## config.mk

```make
export PLATFORM = sky130hd
export DESIGN_NAME = idx_ea_gen
export DESIGN_NICKNAME = d
export VERILOG_FILES = /design/src/rtl/idx_ea_pkg.sv /design/src/rtl/idx_pb_decode.sv /design/src/rtl/idx_addr_calc.sv /design/src/rtl/idx_ptr_fetch.sv /design/src/rtl/idx_ea_gen.sv
export SDC_FILE = /design/constraint.sdc
export NUM_CORES = 1
export LEC_CHECK = 0
export ABC_AREA = 1
export ABC_CLOCK_PERIOD_IN_PS = 9600
export BUFFER_PORTS_ARGS = -buffer_cell sky130_fd_sc_hd__buf_2
export CAP_MARGIN = 25
export CORE_ASPECT_RATIO = 0.75
export CORE_UTILIZATION = 33
export CTS_BUF_LIST = sky130_fd_sc_hd__clkbuf_4 sky130_fd_sc_hd__clkbuf_8
export CTS_CLUSTER_SIZE = 25
export DETAILED_ROUTE_END_ITERATION = 8
export PLACE_DENSITY = 0.61
export SLEW_MARGIN = 10
export SYNTH_ARGS = -nofsm -noshare
export SYNTH_HDL_FRONTEND = slang
export SYNTH_SLANG_ARGS = --single-unit
```

## constraint.sdc

```tcl
create_clock -name clk -period 9.6 [get_ports clk]
set_input_delay 1.44 -clock clk [delete_from_list [all_inputs] [get_ports clk]]
set_output_delay 1.44 -clock clk [all_outputs]
set_load 0.005 [all_outputs]
```

## src/rtl/idx_ea_pkg.sv

```systemverilog
// Shared types for the indexed effective address generator.
// Assumes a 16-bit address space built from 8-bit bytes.
package idx_ea_pkg;

    // Class of address computation chosen by a postbyte
    typedef enum logic [1:0] {
        EA_OFFSET   = 2'd0,
        EA_STEP     = 2'd1,
        EA_INDIRECT = 2'd2
    } ea_kind_t;

    // Pointer fetch sequencer states
    typedef enum logic [1:0] {
        PF_IDLE = 2'd0,
        PF_HI   = 2'd1,
        PF_LO   = 2'd2,
        PF_FIN  = 2'd3
    } pf_state_t;

endpackage

```

## src/rtl/idx_pb_decode.sv

```systemverilog
// Postbyte decoder: classifies the postbyte, extracts the register field,
// builds the constant or accumulator offset and the signed auto-step amount.
// Purely combinational; assumes AW is twice BW.
module idx_pb_decode
    import idx_ea_pkg::*;
#(
    parameter int AW = 16,
    parameter int BW = 8
) (
    input  logic [BW-1:0] postbyte,
    input  logic [BW-1:0] ext_hi,
    input  logic [BW-1:0] ext_lo,
    input  logic [BW-1:0] acc_a,
    input  logic [BW-1:0] acc_b,
    output ea_kind_t      kind,
    output logic [1:0]    rsel,
    output logic          pre_step,
    output logic [AW-1:0] offset,
    output logic [AW-1:0] step
);

    localparam int SHORT_W = 5;
    localparam int STEP_W  = 4;

    // Decode form, register field and offset from the postbyte
    always_comb begin
        kind     = EA_OFFSET;
        rsel     = postbyte[7:6];
        pre_step = 1'b0;
        offset   = '0;
        if (!postbyte[5]) begin
            offset = {{(AW-SHORT_W){postbyte[4]}}, postbyte[SHORT_W-1:0]};
        end else if (postbyte[7:5] != 3'b111) begin
            kind     = EA_STEP;
            pre_step = !postbyte[4];
        end else begin
            rsel = postbyte[4:3];
            if (!postbyte[2]) begin
                if (!postbyte[1]) begin
                    offset = {{(AW-BW){postbyte[0]}}, ext_hi};
                end else begin
                    offset = {ext_hi, ext_lo};
                    if (postbyte[0]) kind = EA_INDIRECT;
                end
            end else begin
                case (postbyte[1:0])
                    2'b00:   offset = {{(AW-BW){1'b0}}, acc_a};
                    2'b01:   offset = {{(AW-BW){1'b0}}, acc_b};
                    default: offset = {acc_a, acc_b};
                endcase
                if (postbyte[1:0] == 2'b11) kind = EA_INDIRECT;
            end
        end
    end

    // Signed step amount: 0..7 map to +1..+8, 8..15 are -8..-1
    always_comb begin
        if (postbyte[STEP_W-1])
            step = {{(AW-STEP_W){1'b1}}, postbyte[STEP_W-1:0]};
        else
            step = {{(AW-STEP_W){1'b0}}, postbyte[STEP_W-1:0]} + AW'(1);
    end

endmodule

```

## src/rtl/idx_addr_calc.sv

```systemverilog
// Address adder: selects the base register and forms the operand sum and
// the stepped base value. All sums wrap at the address width.
module idx_addr_calc
    import idx_ea_pkg::*;
#(
    parameter int AW = 16
) (
    input  ea_kind_t      kind,
    input  logic [1:0]    rsel,
    input  logic          pre_step,
    input  logic [AW-1:0] offset,
    input  logic [AW-1:0] step,
    input  logic [AW-1:0] reg_x,
    input  logic [AW-1:0] reg_y,
    input  logic [AW-1:0] reg_sp,
    input  logic [AW-1:0] reg_pc,
    output logic [AW-1:0] sum,
    output logic [AW-1:0] stepped
);

    logic [AW-1:0] base;
    logic [AW-1:0] addend;

    // Base register multiplexer (00 X, 01 Y, 10 SP, 11 PC)
    always_comb begin
        case (rsel)
            2'b00:   base = reg_x;
            2'b01:   base = reg_y;
            2'b10:   base = reg_sp;
            default: base = reg_pc;
        endcase
    end

    // Addend: step only for pre-step, nothing for post-step, else offset
    always_comb begin
        if (kind == EA_STEP)
            addend = pre_step ? step : '0;
        else
            addend = offset;
    end

    assign sum     = base + addend;
    assign stepped = base + step;

endmodule

```

## src/rtl/idx_ptr_fetch.sv

```systemverilog
// Pointer word reader: on launch, reads two bytes (high byte first, at the
// pointer; low byte at pointer+1) from a port whose data returns one cycle
// after each request. In PF_FIN the assembled word is presented on ptr_word.
module idx_ptr_fetch
    import idx_ea_pkg::*;
#(
    parameter int AW = 16,
    parameter int BW = 8
) (
    input  logic          clk,
    input  logic          rst_n,
    input  logic          launch,
    input  logic [AW-1:0] ptr,
    input  logic [BW-1:0] mem_rdata,
    output logic          mem_rd,
    output logic [AW-1:0] mem_addr,
    output logic          busy,
    output logic          fin,
    output logic [AW-1:0] ptr_word
);

    pf_state_t     state;
    logic [AW-1:0] ptr_q;
    logic [BW-1:0] hi_q;

    // Sequencer and captured pointer/high byte
    always_ff @(posedge clk) begin
        if (!rst_n) begin
            state <= PF_IDLE;
            ptr_q <= '0;
            hi_q  <= '0;
        end else begin
            case (state)
                PF_IDLE: if (launch) begin
                    state <= PF_HI;
                    ptr_q <= ptr;
                end
                PF_HI:   state <= PF_LO;
                PF_LO: begin
                    state <= PF_FIN;
                    hi_q  <= mem_rdata;
                end
                default: state <= PF_IDLE;
            endcase
        end
    end

    assign mem_rd   = (state == PF_HI) || (state == PF_LO);
    assign mem_addr = (state == PF_LO) ? ptr_q + AW'(1) : ptr_q;
    assign busy     = (state != PF_IDLE);
    assign fin      = (state == PF_FIN);
    assign ptr_word = {hi_q, mem_rdata};

    // Second byte address follows the first by one, wrapping
    p_second_byte_r9: assert property (@(posedge clk) disable iff (!rst_n)
        (state == PF_LO) |-> (mem_addr == $past(mem_addr) + AW'(1)));

    // A launch yields exactly two reads and then the finishing cycle
    p_fetch_shape_r8: assert property (@(posedge clk) disable iff (!rst_n)
        (state == PF_IDLE && launch) |=> mem_rd ##1 mem_rd ##1 (fin && !mem_rd));

endmodule

```

## src/rtl/idx_ea_gen.sv

```systemverilog
// Indexed effective address generator (top). Accepts a postbyte with its
// extension bytes on a start pulse, returns the final address with a done
// pulse, a write-back strobe for auto-step forms, and runs a pointer fetch
// for indirect forms. Assumes inputs are stable in the start cycle only.
module idx_ea_gen
    import idx_ea_pkg::*;
#(
    parameter int AW = 16,
    parameter int BW = 8
) (
    input  logic          clk,
    input  logic          rst_n,
    input  logic          start,
    input  logic [BW-1:0] postbyte,
    input  logic [BW-1:0] ext_hi,
    input  logic [BW-1:0] ext_lo,
    input  logic [AW-1:0] reg_x,
    input  logic [AW-1:0] reg_y,
    input  logic [AW-1:0] reg_sp,
    input  logic [AW-1:0] reg_pc,
    input  logic [BW-1:0] acc_a,
    input  logic [BW-1:0] acc_b,
    input  logic [BW-1:0] mem_rdata,
    output logic          mem_rd,
    output logic [AW-1:0] mem_addr,
    output logic          done,
    output logic [AW-1:0] ea,
    output logic          wb_en,
    output logic [1:0]    wb_sel,
    output logic [AW-1:0] wb_val
);

    ea_kind_t      kind;
    logic [1:0]    rsel;
    logic          pre_step;
    logic [AW-1:0] offset;
    logic [AW-1:0] step;
    logic [AW-1:0] sum;
    logic [AW-1:0] stepped;
    logic          busy;
    logic          fin;
    logic [AW-1:0] ptr_word;
    logic          accept;
    logic          launch;

    idx_pb_decode #(.AW(AW), .BW(BW)) u_dec (
        .postbyte (postbyte),
        .ext_hi   (ext_hi),
        .ext_lo   (ext_lo),
        .acc_a    (acc_a),
        .acc_b    (acc_b),
        .kind     (kind),
        .rsel     (rsel),
        .pre_step (pre_step),
        .offset   (offset),
        .step     (step)
    );

    idx_addr_calc #(.AW(AW)) u_calc (
        .kind     (kind),
        .rsel     (rsel),
        .pre_step (pre_step),
        .offset   (offset),
        .step     (step),
        .reg_x    (reg_x),
        .reg_y    (reg_y),
        .reg_sp   (reg_sp),
        .reg_pc   (reg_pc),
        .sum      (sum),
        .stepped  (stepped)
    );

    assign accept = start && !busy;
    assign launch = accept && (kind == EA_INDIRECT);

    idx_ptr_fetch #(.AW(AW), .BW(BW)) u_fetch (
        .clk       (clk),
        .rst_n     (rst_n),
        .launch    (launch),
        .ptr       (sum),
        .mem_rdata (mem_rdata),
        .mem_rd    (mem_rd),
        .mem_addr  (mem_addr),
        .busy      (busy),
        .fin       (fin),
        .ptr_word  (ptr_word)
    );

    // Result registers: direct forms finish next cycle, indirect on fin
    always_ff @(posedge clk) begin
        if (!rst_n) begin
            done   <= 1'b0;
            ea     <= '0;
            wb_en  <= 1'b0;
            wb_sel <= 2'b00;
            wb_val <= '0;
        end else begin
            done  <= 1'b0;
            wb_en <= 1'b0;
            if (fin) begin
                done <= 1'b1;
                ea   <= ptr_word;
            end else if (accept && kind != EA_INDIRECT) begin
                done   <= 1'b1;
                ea     <= sum;
                wb_en  <= (kind == EA_STEP);
                wb_sel <= rsel;
                wb_val <= stepped;
            end
        end
    end

    // Write-back strobe only ever accompanies a finished address
    p_wb_with_done_r5: assert property (@(posedge clk) disable iff (!rst_n)
        wb_en |-> done);

    // Program counter is never a write-back target
    p_no_pc_step_r6: assert property (@(posedge clk) disable iff (!rst_n)
        wb_en |-> (wb_sel != 2'b11));

    // done is a single-cycle pulse
    p_done_pulse_r10: assert property (@(posedge clk) disable iff (!rst_n)
        done |=> !done);

    // A start during a pointer fetch produces no result next cycle
    p_busy_drop_r10: assert property (@(posedge clk) disable iff (!rst_n)
        (busy && !fin) |=> !done);

endmodule

```

==> flow_metrics.env <==
export IMPL_status="finished with violations"
export IMPL_violations="DRC"
export IMPL_ant_nets=0
export IMPL_maxSlewHeadroom=0.5150
export IMPL_die_height_um=114.6
export IMPL_cts_made_buffers=9
export IMPL_yosysWarnings=0
export IMPL_path_buf_inv=4
export IMPL_vias_per_cell=5.017
export IMPL_synth_distinct_cells=47
export IMPL_worst_pin_slew_ns=0.7276
export IMPL_reg2reg_depth=7
export IMPL_synth_simple_area_share=0.2848
export IMPL_nFillCells=1770
export IMPL_worst_path_largest_cell_delay_ns=0.49
export IMPL_antenna_cells=0
export IMPL_final_cells=1258
export IMPL_cts_tree="built"
export IMPL_row_count=40
export IMPL_cp_cell_sequence="buf_2, clkinv_1, ha_1, inv_1, o21ai_0, o21ai_0, o21ai_0, a221oi_1, inv_1, fa_1, o21ai_0, nand2_1, nand2_1, xor2_1, nand2_1, a31oi_1"
export IMPL_path_common_cell="o21ai_0"
export IMPL_syn_to_final_growth_pct=20.65
export IMPL_power_density_nw_per_um2=143.9
export IMPL_hold_buffers=0
export IMPL_path_delay_family="compound AO/OA/AOI/OAI gates"
export IMPL_drt_iter0_drc=507
export IMPL_hp_start="u_fetch.hi_q[0]"
export IMPL_cts_root_buf="clkbuf_8"
export IMPL_crit_cells=16
export IMPL_crit_path_end_kind="register"
export IMPL_gp_congestion=0.9552
export IMPL_synth_edf_count=0
export IMPL_pre_cts_slack_ns=4.382
export IMPL_cts_setup_buffers=0
export IMPL_worstHoldPathCells=2
export IMPL_final_common_cell="nand2_1"
export IMPL_core_um2=16270
export IMPL_r2r_start="u_fetch.state[1]"
export IMPL_grt_max_degree=46
export IMPL_whs_ns=0.4584
export IMPL_final_max_slew_viol_count=0
export IMPL_finalSetupViolations=0
export IMPL_yosysTopAreaCell="dfxtp_1"
export IMPL_synth_top_family_by_area="simple AND/OR/NAND/NOR gates"
export IMPL_synthAdderAreaFrac=0.09686
export IMPL_hold_path_class="register to register"
export IMPL_leakagePower_nw=3.650
export IMPL_overflow=0
export IMPL_yosys_top_cells_area="dfxtp_1 22%, nand2_1 15%, ha_1 9.0%"
export IMPL_drc=5
export IMPL_synth_avg_cell_area_um2=6.235
export IMPL_finalNetCount=1200
export IMPL_path_class="input port to register"
export IMPL_htreeDepth=3
export IMPL_antenna_found_initial=0
export IMPL_synth_top_area_share=0.2224
export IMPL_post_cts_resized=0
export IMPL_die_area_um2=17440
export IMPL_grt_pass1_vias=5816
export IMPL_fmax_mhz=204.0
export IMPL_ys_flop_type="dfxtp_1"
export IMPL_layout_drive_gt1_share=0.2032
export IMPL_worst_slack_ns=4.698
export IMPL_die_w_um=152.2
export IMPL_ir_worst_vdd_uv=83.59
export IMPL_synthMuxAreaShare=0
export IMPL_grt_first_pass_wirelength_um=29490
export IMPL_clk_latency_ns=0.35
export IMPL_vias=6312
export IMPL_syn_inst=895
export IMPL_cts_buffer_depth=2
export IMPL_fin_crit_sh=0.5106
export IMPL_firstDrtPassIters=9
export IMPL_hold_viol_final=0
export IMPL_critical_path_startpoint="postbyte[1]"
export IMPL_synth_xor_area_frac=0.04238
export IMPL_cp_arrival_ns=5.17
export IMPL_slowest_stage="fa_1"
export IMPL_syn_area_um2=5580
export IMPL_required_ns=9.87
export IMPL_grt_use_total=0.2133
export IMPL_cts_sinks=62
export IMPL_finClkSkew_ns=0.006057
export IMPL_syn_nets=1052
export IMPL_synth_seq_cells=62
export IMPL_initial_core_util=0.3431
export IMPL_wire_per_inst_um=14.65
export IMPL_io_pins=168
export IMPL_dpl_instance_area_um2=6535
export IMPL_synth_compound_area_frac=0.2359
export IMPL_critPathLaunchType="input port"
export IMPL_dp_cells=1242
export IMPL_grt_setup_unrepaired="false"
export IMPL_min_period_ns=4.902
export IMPL_final_cell_mix="222 x nand2_1, 167 x buf_2, 122 x inv_1"
export IMPL_fin_area_um2=6733
export IMPL_multi_input_area_um2=3682
export IMPL_totalWireLength_um=18430
export IMPL_ys_async_sr_fraction=0
export IMPL_port_buffer_count=167
export IMPL_cap_violations=0
export IMPL_fin_tns_setup_ns=0
export IMPL_path_clk_slew_ns=0.07
export IMPL_hpwl_um=14940
export IMPL_crit_fanout=19
export IMPL_regArea_um2=1241
export IMPL_synth_seq_area_share=0.2224
[cell families (layout without fill, tap and decap cells)]
| logic type | count (synthesis) | after routing |
|---|---|---|
| buffers and inverters | 166 | 319 |
| AO/OA/AOI/OAI | 229 | 229 |
| XOR/XNOR | 27 | 27 |
| flip-flops | 62 | 62 |
| AND/OR/NAND/NOR | 369 | 369 |
| adder cells (fa/ha/maj) | 42 | 42 |
[flip-flops by register name, summed over array words and instances, names as in the netlist]
register / flops
wb_sel: 2
wb_val: 16
wb_en: 1
ea: 16
done: 1
u_fetch.ptr_q: 16
u_fetch.hi_q: 8
u_fetch.state: 2
[per-layer routing]
metal | global-route usage | up-vias | routed length (um)
met5 | 0 | - | 0
met4 | 0.04286 | 0 | 251
met3 | 0.03709 | 18 | 1206
met2 | 0.3465 | 207 | 7989
met1 | 0.2956 | 2837 | 8979
li1 | - | 3250 | -
[final timing paths]
check	endpoint	slack, ns
hold / removal	u_fetch.hi_q[0]	0.46
setup reg to reg	wb_val[9]	7.43
hold reg to reg	u_fetch.hi_q[0]	0.46
setup / recovery	ea[6]	4.70
[worst register-to-register path, stage by stage (launching register included)]
cell and delay, ns:
dfxtp_1 0.35, ha_1 0.37, inv_4 0.21, nand4_4 0.21, inv_2 0.51, o21ai_0 0.16, a31o_2 0.25, inv_1 0.05
[cell usage after synthesis, types with 3 or more instances]
| master | n |
|---|---|
| dfxtp_1 | 62 |
| inv_1 | 122 |
| nand2_1 | 222 |
| nand4_1 | 7 |
| a21o_1 | 7 |
| clkbuf_1 | 14 |
| clkinv_1 | 3 |
| a22o_1 | 6 |
| nor3_1 | 3 |
| o21a_1 | 5 |
| xnor2_1 | 4 |
| a32o_1 | 5 |
| nor2_1 | 46 |
| o21ai_0 | 93 |
| inv_2 | 10 |
| ha_1 | 40 |
| nand2_2 | 5 |
| xor2_1 | 23 |
| a31oi_1 | 8 |
| o21ai_1 | 12 |
| a21oi_1 | 69 |
| nand3_1 | 74 |
| buf_2 | 13 |
| o211ai_1 | 10 |
[report_power, final]
| group | switching [mW] | total (mW) | internal [mW] |
|---|---|---|---|
| Clock | 0.112 | 0.232 | 0.120 |
| Combinational | 0.270 | 0.425 | 0.154 |
| Sequential | 0.0211 | 0.311 | 0.290 |
| Total | 0.404 | 0.969 | 0.565 |
[final cells by class]
cell class / instances / area share
clock inverters: 7 / 0.01096
clock buffers: 9 / 0.01840
flip-flops and latches: 62 / 0.1844
well taps: 210 / 0.03903
repair buffers: 167 / 0.1241
multi-input cells: 667 / 0.5469
inverters: 136 / 0.07619
[per-stage QoR]
step           total power [mW]    util
2_1_floorplan            0.5865       -
3_3_place_gp             0.7358  0.4018
3_5_place_dp             0.7350  0.4018
4_1_cts                  0.9680  0.4139
5_1_grt                   1.037  0.4139
6_report                 0.9686  0.4139
Power figures use the tool's default switching activity.
